===== src/rtl/wsg_pkg.sv =====
package wsg_pkg;
  localparam int unsigned DEF_BURST_LEN = 4;

  // per-edge control events seen by the wait register
  typedef struct packed {
    logic start;     // address strobe sampled
    logic ack;       // early acknowledge sampled
    logic first;     // no burst word finished yet
    logic reassert;  // burst word finished, more to come
  } wsg_evt_t;
endpackage


===== src/rtl/wsg_ds_edge.sv =====
module wsg_ds_edge (
  input  logic clk_i,
  input  logic rst_ni,
  input  logic ds_i,
  output logic fall_o
);
  logic ds_q;

  always_ff @(posedge clk_i or negedge rst_ni) begin
    if (!rst_ni) ds_q <= 1'b0;
    else         ds_q <= ds_i;
  end

  assign fall_o = ds_q & ~ds_i;
endmodule


===== src/rtl/wsg_beat_cnt.sv =====
module wsg_beat_cnt #(
  parameter int unsigned BURST_LEN = 4,
  localparam int unsigned CNT_W = $clog2(BURST_LEN + 1)
) (
  input  logic             clk_i,
  input  logic             rst_ni,
  input  logic             start_i,
  input  logic             burst_i,
  input  logic             fall_i,
  output logic [CNT_W-1:0] cnt_o,
  output logic             first_o,
  output logic             reassert_o
);
  localparam logic [CNT_W-1:0] LAST = CNT_W'(BURST_LEN - 1);
  localparam logic [CNT_W-1:0] FULL = CNT_W'(BURST_LEN);

  logic [CNT_W-1:0] cnt_q;
  logic             inc;

  assign inc        = burst_i & fall_i & (cnt_q != FULL);
  assign reassert_o = ~start_i & inc & (cnt_q < LAST);
  assign first_o    = (cnt_q == '0);
  assign cnt_o      = cnt_q;

  always_ff @(posedge clk_i or negedge rst_ni) begin
    if (!rst_ni)      cnt_q <= '0;
    else if (start_i) cnt_q <= '0;
    else if (inc)     cnt_q <= cnt_q + 1'b1;
  end

  AST_CNT_BOUND: assert property (@(posedge clk_i) disable iff (!rst_ni)
    cnt_q <= FULL);
  AST_CNT_RESTART: assert property (@(posedge clk_i) disable iff (!rst_ni)
    start_i |=> (cnt_q == '0));
  AST_NO_COUNT_NORMAL: assert property (@(posedge clk_i) disable iff (!rst_ni)
    (!burst_i && !start_i) |=> $stable(cnt_q));
endmodule


===== src/rtl/wsg_wait_reg.sv =====
module wsg_wait_reg
  import wsg_pkg::*;
(
  input  logic     clk_i,
  input  logic     rst_ni,
  input  wsg_evt_t evt_i,
  output logic     wait_o
);
  logic wait_q;

  always_ff @(posedge clk_i or negedge rst_ni) begin
    if (!rst_ni)             wait_q <= 1'b0;
    else if (evt_i.start)    wait_q <= 1'b1;
    else if (wait_q) begin
      // first word waits for ack; burst words self-clear after one cycle
      if (!evt_i.first || evt_i.ack) wait_q <= 1'b0;
    end
    else if (evt_i.reassert) wait_q <= 1'b1;
  end

  assign wait_o = wait_q;

  AST_START_WAIT: assert property (@(posedge clk_i) disable iff (!rst_ni)
    evt_i.start |=> wait_q);
  AST_HOLD_NO_ACK: assert property (@(posedge clk_i) disable iff (!rst_ni)
    (wait_q && evt_i.first && !evt_i.ack) |=> wait_q);
  AST_ACK_RELEASE: assert property (@(posedge clk_i) disable iff (!rst_ni)
    (wait_q && !evt_i.start && evt_i.ack) |=> !wait_q);
  AST_PULSE_ONE: assert property (@(posedge clk_i) disable iff (!rst_ni)
    (wait_q && !evt_i.start && !evt_i.first) |=> !wait_q);
  AST_IDLE_STAYS: assert property (@(posedge clk_i) disable iff (!rst_ni)
    (!wait_q && !evt_i.start && !evt_i.reassert) |=> !wait_q);
endmodule


===== src/rtl/burst_wait_gen.sv =====
module burst_wait_gen
  import wsg_pkg::*;
#(
  parameter int unsigned BURST_LEN = DEF_BURST_LEN,
  localparam int unsigned CNT_W = $clog2(BURST_LEN + 1)
) (
  input  logic clk_i,
  input  logic rst_ni,
  input  logic as_i,
  input  logic ds_i,
  input  logic ack_i,
  input  logic burst_i,
  output logic wait_o
);
  logic             ds_fall;
  logic [CNT_W-1:0] cnt;
  logic             first;
  logic             reassert;
  wsg_evt_t         evt;

  wsg_ds_edge i_ds_edge (
    .clk_i  (clk_i),
    .rst_ni (rst_ni),
    .ds_i   (ds_i),
    .fall_o (ds_fall)
  );

  wsg_beat_cnt #(.BURST_LEN(BURST_LEN)) i_beat_cnt (
    .clk_i      (clk_i),
    .rst_ni     (rst_ni),
    .start_i    (as_i),
    .burst_i    (burst_i),
    .fall_i     (ds_fall),
    .cnt_o      (cnt),
    .first_o    (first),
    .reassert_o (reassert)
  );

  assign evt.start    = as_i;
  assign evt.ack      = ack_i;
  assign evt.first    = first;
  assign evt.reassert = reassert;

  wsg_wait_reg i_wait_reg (
    .clk_i  (clk_i),
    .rst_ni (rst_ni),
    .evt_i  (evt),
    .wait_o (wait_o)
  );

  AST_DONE_QUIET: assert property (@(posedge clk_i) disable iff (!rst_ni)
    (!as_i && !wait_o && cnt >= CNT_W'(BURST_LEN - 1)) |=> !wait_o);
  AST_NORMAL_QUIET: assert property (@(posedge clk_i) disable iff (!rst_ni)
    (!as_i && !burst_i && !wait_o) |=> !wait_o);
endmodule


===== config.mk =====
export PLATFORM = sky130hd
export DESIGN_NAME = burst_wait_gen
export DESIGN_NICKNAME = d
export VERILOG_FILES = /design/src/rtl/wsg_pkg.sv /design/src/rtl/wsg_ds_edge.sv /design/src/rtl/wsg_beat_cnt.sv /design/src/rtl/wsg_wait_reg.sv /design/src/rtl/burst_wait_gen.sv
export SDC_FILE = /design/constraint.sdc
export NUM_CORES = 1
export LEC_CHECK = 0
export BUFFER_PORTS_ARGS = -buffer_cell sky130_fd_sc_hd__buf_2
export CAP_MARGIN = 5
export CELL_PAD_IN_SITES_DETAIL_PLACEMENT = 1
export CELL_PAD_IN_SITES_GLOBAL_PLACEMENT = 1
export CORE_AREA = 2 2 39 41
export DETAILED_ROUTE_END_ITERATION = 12
export DIE_AREA = 0 0 41 43
export PLACE_DENSITY = 0.51
export SLEW_MARGIN = 20
export SYNTH_ARGS = -nofsm -noshare
export SYNTH_HDL_FRONTEND = slang
export SYNTH_SLANG_ARGS = --single-unit

===== constraint.sdc =====
create_clock -name clk_i -period 1.6 [get_ports clk_i]
set_clock_uncertainty 0.2 [all_clocks]
set_input_delay 0.08 -clock clk_i [delete_from_list [all_inputs] [get_ports clk_i]]
set_output_delay 0.08 -clock clk_i [all_outputs]
set_load 0.005 [all_outputs]

* Word level (Yosys, flattened, before mapping) *
Cells that the tools add are included.

word-level totals
  input port bits = 6
  word-level logic and storage cells = 23
  output and inout bits = 1
  register bits = 5

cells by class
  reduce and logical (&&, ||, !) cells = 4
  $lt $le $gt $ge = 1
  mux-type cells = 6
  equality and inequality tests = 1
  bitwise gates (word level) = 7
  add/sub/neg operators = 1

operator list
  operator                                            number
  2-to-1 mux 3 bit                                    2
  AND 1 bit                                           5
  2-to-1 mux 1 bit                                    4
  adder 3 x 1 -> 3 bit, second input constant         1
  zero test 3 bit                                     1
  < comparator 3 x 2 -> 1 bit, second input constant  1
  inequality test 3 bit, second input constant        1
  inverter 1 bit                                      2
  nonzero test 2 bit                                  1
  zero test 1 bit                                     1
  logical OR 1 bit                                    1

* Longest topological paths before layout *
  depth in word-level cells = 9
  depth in mapped cells = 4
  depth with buffers taken out = 4

* Hierarchy *
A second synthesis with hierarchy kept.

second synthesis, totals
  cell total of the unflattened synthesis = 27
  area total of the unflattened synthesis = 287.8 µm²

by module, submodules not included
  module        area an instance (µm²)  cells an instance  seq. area each (µm²)  instances
  wsg_beat_cnt  203.9                   21                 75.1                  1
  wsg_wait_reg  45.0                    4                  25.0                  1
  wsg_ds_edge   38.8                    2                  25.0                  1

* Least setup slack after synthesis *
OpenSTA, ideal clock, no wires.

  path type = register to register
  start = reg i_beat_cnt.cnt_q[0] (netlist: i_beat_cnt.cnt_o[0])
  end = reg i_beat_cnt.cnt_q[0] (netlist: i_beat_cnt.cnt_o[0])
  period minus slack after synthesis = 1451 ps
  library setup time = 128 ps
  data required time = 1272 ps
  data arrival time = 1124 ps
  stages on the path, launching flop included = 5
  path slack = 149 ps
  path buffers = 0
  cells stage by stage = dfrtp_1 inv_1 ha_1 a21oi_2 mux2_1

between the ends
  word-level cells in the longest chain between the ends = 3
  elaborated cells between the ends (all ways) = 6
  those cells by class = add/sub: 1; eq/ne: 1; mux: 2; bitwise: 1; reduce/logical: 1

ends and longest elaborated chain
  element                                                               RTL line                                text
  start: declaration                                                    wsg_beat_cnt.sv:17                      logic [CNT_W-1:0] cnt_q;
  start signal: assignment                                              wsg_beat_cnt.sv:28                      else if (inc) cnt_q <= cnt_q + 1'b1;
  adder 3 x 1 -> 3 bit / inequality test 3 bit (equally long branches)  wsg_beat_cnt.sv:28, wsg_beat_cnt.sv:20
  2-to-1 mux 3 bit / AND 1 bit (equally long branches)                  wsg_beat_cnt.sv:28, wsg_beat_cnt.sv:20
  2-to-1 mux 3 bit / nonzero test 2 bit (equally long branches)         n/a

Parallel ways exist; a longest one is shown, timed or not. The select of a mux whose other input is x is not followed.
A chain may end at the register's enable or synchronous reset.

* Worst setup path after layout *
  start = in ds_i
  end = reg i_beat_cnt.cnt_q[0] (netlist: i_beat_cnt.cnt_o[0])

between the ends
  word-level cells in the longest chain between the ends = 5

ends and longest elaborated chain
  element                       RTL line              text
  start: declaration            burst_wait_gen.sv:10  input logic ds_i,
  inverter 1 bit                wsg_ds_edge.sv:14     assign fall_o = ds_q & ~ds_i;
  AND 1 bit                     wsg_ds_edge.sv:14
  AND 1 bit (2 in series)       wsg_beat_cnt.sv:20    assign inc = burst_i & fall_i & (cnt_q != FULL);
  nonzero test 2 bit (no line)  n/a

No other way between the ends.

==> impl_results.rst <==
.. list-table::
   :header-rows: 1

   * - Metric
     - Value
   * - Final count of hold timing violations
     - 0
   * - Synth warn
     - 0
   * - Number of placement rows
     - 14
   * - Total wire length after detailed routing
     - 596 um
   * - CTS tree
     - yes
   * - Sum of buffers and inverters on the critical path
     - 2
   * - Initial detailed-routing violation count
     - 0
   * - Met3 track demand over resource
     - 0.0157
   * - Final cycle utilization of the critical path
     - 0.922
   * - Number of global-route vias before repair
     - 272
   * - VDD IR max
     - 0.000305 V
   * - P per Cell Area
     - 763 mW/mm^2
   * - Actual slew at the worst max-slew pin
     - 0.327 ns
   * - Setup TNS Final
     - 0 ns
   * - Overall power consumption
     - 322 uW
   * - Starting density of the core
     - 0.197
   * - Die area
     - 0.00176 sq mm
   * - Cell types with the highest counts after synthesis
     - sky130_fd_sc_hd__dfrtp_1 (5), sky130_fd_sc_hd__inv_1 (4), sky130_fd_sc_hd__ha_1 (2), sky130_fd_sc_hd__nand2_1 (2), sky130_fd_sc_hd__nor2_1 (2)
   * - Arr. time, crit path
     - 1.39 ns
   * - Status
     - finished, final reports clean
   * - Kind of cell adding the most delay to the critical path
     - buffers and inverters
   * - Reg clk slew, reported paths
     - 0.04 ns
   * - Estimated wirelength of the detail-placed design
     - 490 um
   * - Placed cells
     - 47
   * - Antenna violations before repair
     - 0
   * - Global placer's final weighted congestion
     - 0.633
   * - Post-synth EDFFs
     - 0
   * - Number of vias after detailed routing
     - 234
   * - Clock sink count
     - 5
   * - Final net count
     - 51
   * - First-pass GRT wire length
     - 1010 um
   * - Overflow left after global routing
     - 0
   * - Fraction of layout instances using a drive strength above 1
     - 0.333
   * - Share of flip-flops with an asynchronous set or reset
     - 1.00
   * - Number of nets produced by synthesis
     - 32
   * - Core area
     - 0.00138 sq mm
   * - Highest clock frequency the design can meet
     - 678 MHz
   * - Register area share after synthesis
     - 0.459
   * - Number of detailed-routing iterations run before antenna repair
     - 1
   * - Area share of the largest cell type after synthesis
     - 0.459
   * - H-Tree Depth
     - 1
   * - CTS Root Buffer Type
     - sky130_fd_sc_hd__clkbuf_4
   * - Post-Synthesis Cells
     - 24
   * - Number of pins exceeding their max-slew limit in the final report
     - 0
   * - FF+latch count, synth
     - 5
   * - Library cell with the highest instance count after synthesis
     - sky130_fd_sc_hd__dfrtp_1
   * - Leakage Power
     - 0.000206 uW
   * - Residual DRC count
     - 0
   * - Die width
     - 41 um
   * - Biggest fanout along the worst timing path
     - 4
   * - Final standard cell count with taps included and fillers excluded
     - 58
   * - Crit path kind
     - in -> reg
   * - Cell type of the slowest stage on the worst timing path
     - sky130_fd_sc_hd__dlygate4sd3_1
   * - Clock buffer count from CTS
     - 3
   * - RSZ-0062 raised after global routing
     - false
   * - Endpoint class of the critical path
     - flop
   * - Number of setup violations in the final report
     - 0
   * - Detailed-route vias per instance
     - 4.03
   * - Global routing usage on met2
     - 0.134
   * - Crit path largest cell delay
     - 0.53 ns
   * - IO Port Bufs
     - 6
   * - Maximum buffer depth of the clock tree
     - 2
   * - Max_cap viols
     - 0
   * - Clock latency on the worst-skew pair
     - 0.24 ns
   * - Die Y
     - 43 um
   * - Shortest clock period the worst path allows after layout
     - 1.48 ns
   * - Avg Inst Size Synth
     - 11.4 sq um
   * - Sort of element at the start of the critical path
     - input port
   * - Layout-stage area growth over the synthesis result
     - 54.6%
   * - Data required time of the critical path
     - 1.51 ns
   * - Number of nets still failing antenna checks after routing
     - 0
   * - Count of boundary I/O pins
     - 7
   * - Summed instance area of the synthesized netlist
     - 273 sq um
   * - Gr usage total
     - 0.0940
   * - Relative slew slack
     - 0.777
   * - Path type of the worst min-delay path
     - in -> reg
   * - Number of distinct library cell variants in the gate-level netlist after synthesis
     - 14
   * - Commonest register cell after synthesis
     - sky130_fd_sc_hd__dfrtp_1
   * - Most used routing layer in global routing
     - met2
   * - Critical path, cell by cell
     - dlygate4sd3_1 -> buf_2 -> nand3b_4 -> a21oi_2 -> mux2_1
   * - Area contributors post-synth
     - sky130_fd_sc_hd__dfrtp_1 (46%), sky130_fd_sc_hd__ha_1 (9.2%), sky130_fd_sc_hd__nand3b_4 (7.3%)
   * - Met1 Use GR
     - 0.0954
   * - Antenna diode count
     - 0
   * - Wire length per cell
     - 10.3 um
   * - Pin count of the biggest net entering global routing
     - 6
   * - Top cell type by total area after synthesis
     - sky130_fd_sc_hd__dfrtp_1
[sequential cells by signal, indices dropped and copies added (netlist names)]
signal	cells
i_wait_reg.wait_o	1
i_beat_cnt.cnt_o	3
i_ds_edge.ds_q	1
[cell families after synthesis]
kind of cell,share of synthesized area
flops,0.459
mux,0.0780
buf+inv,0.0550
compound gates,0.128
simple gates,0.188
fa+ha+maj,0.0917
[layer usage]
layer  vias up  wire (um)
li1        120          -
met1       106        227
met2         6        334
met3         2         25
met4         0          8
met5         -          0
[worst paths after layout]
kind | endpoint | cells after the start | slack [ns] | start
worst max-delay path | i_beat_cnt.cnt_o[0] | 5 | 0.12 | ds_i
worst min register to register | i_beat_cnt.cnt_o[2] | 1 | 0.37 | i_beat_cnt.cnt_o[2]
worst min-delay path | i_wait_reg.wait_o | 3 | 0.15 | ack_i
max in group asynchronous | i_beat_cnt.cnt_o[2] | 3 | 0.47 | rst_ni
min in group asynchronous | i_beat_cnt.cnt_o[0] | 3 | 0.54 | rst_ni
worst max register to register | i_beat_cnt.cnt_o[0] | 4 | 0.14 | i_beat_cnt.cnt_o[0]
[area by class of cell]
cell class                 count  area, sq um
multi-input combinational     15          133
timing repair buffer          14          103
fill                         157          962
clock buffer                   4         26.3
inverter                       4         15.0
tap                           16         20.0
sequential                     5          125
[through the flow]
stage | utilization | cell area (sq um) | hold slack [ns] | setup slack, ns
after floorplan | - | 273 | -0.416 | 0.149
after global placement | 0.239 | 330 | -0.303 | 0.0572
after detailed placement | 0.239 | 330 | -0.300 | 0.00721
after CTS | 0.294 | 407 | 0.147 | 0.000622
after global routing | 0.305 | 422 | 0.193 | 0.0815
final | 0.305 | 422 | 0.153 | 0.125
[cell usage in the layout, fill, tap and decap left out, drive strengths merged]
cell	instances
buf	9
dlygate4sd3	5
dfrtp	5
inv	4
clkbuf	4
nor2	2
nand2	2
ha	2
nor4bb	1
nand3b	1
a2111oi	1
or3	1
o311ai	1
o41ai	1
a21oi	1
mux2	1
mux2i	1
[worst register-to-register path, stage by stage (launching register included)]
cell and delay, ns:
sky130_fd_sc_hd__dfrtp_1 0.34, sky130_fd_sc_hd__inv_1 0.06, sky130_fd_sc_hd__ha_1 0.23, sky130_fd_sc_hd__a21oi_2 0.17
sky130_fd_sc_hd__mux2_1 0.34
[where the power goes]
part	total, uW	internal [uW]	switching [uW]
sequential	136	132	3.43
clock	140	93.9	45.9
combinational	46.0	26.9	19.0
total	322	253	68.4
[repair_timing]
item	CTS	global route
gates resized for setup	0	0
setup endpoints to repair	0	2
setup buffers	0	2
hold buffers	5	0
endpoints found under the hold margin	8	0
(Power assumes the default switching activity.)
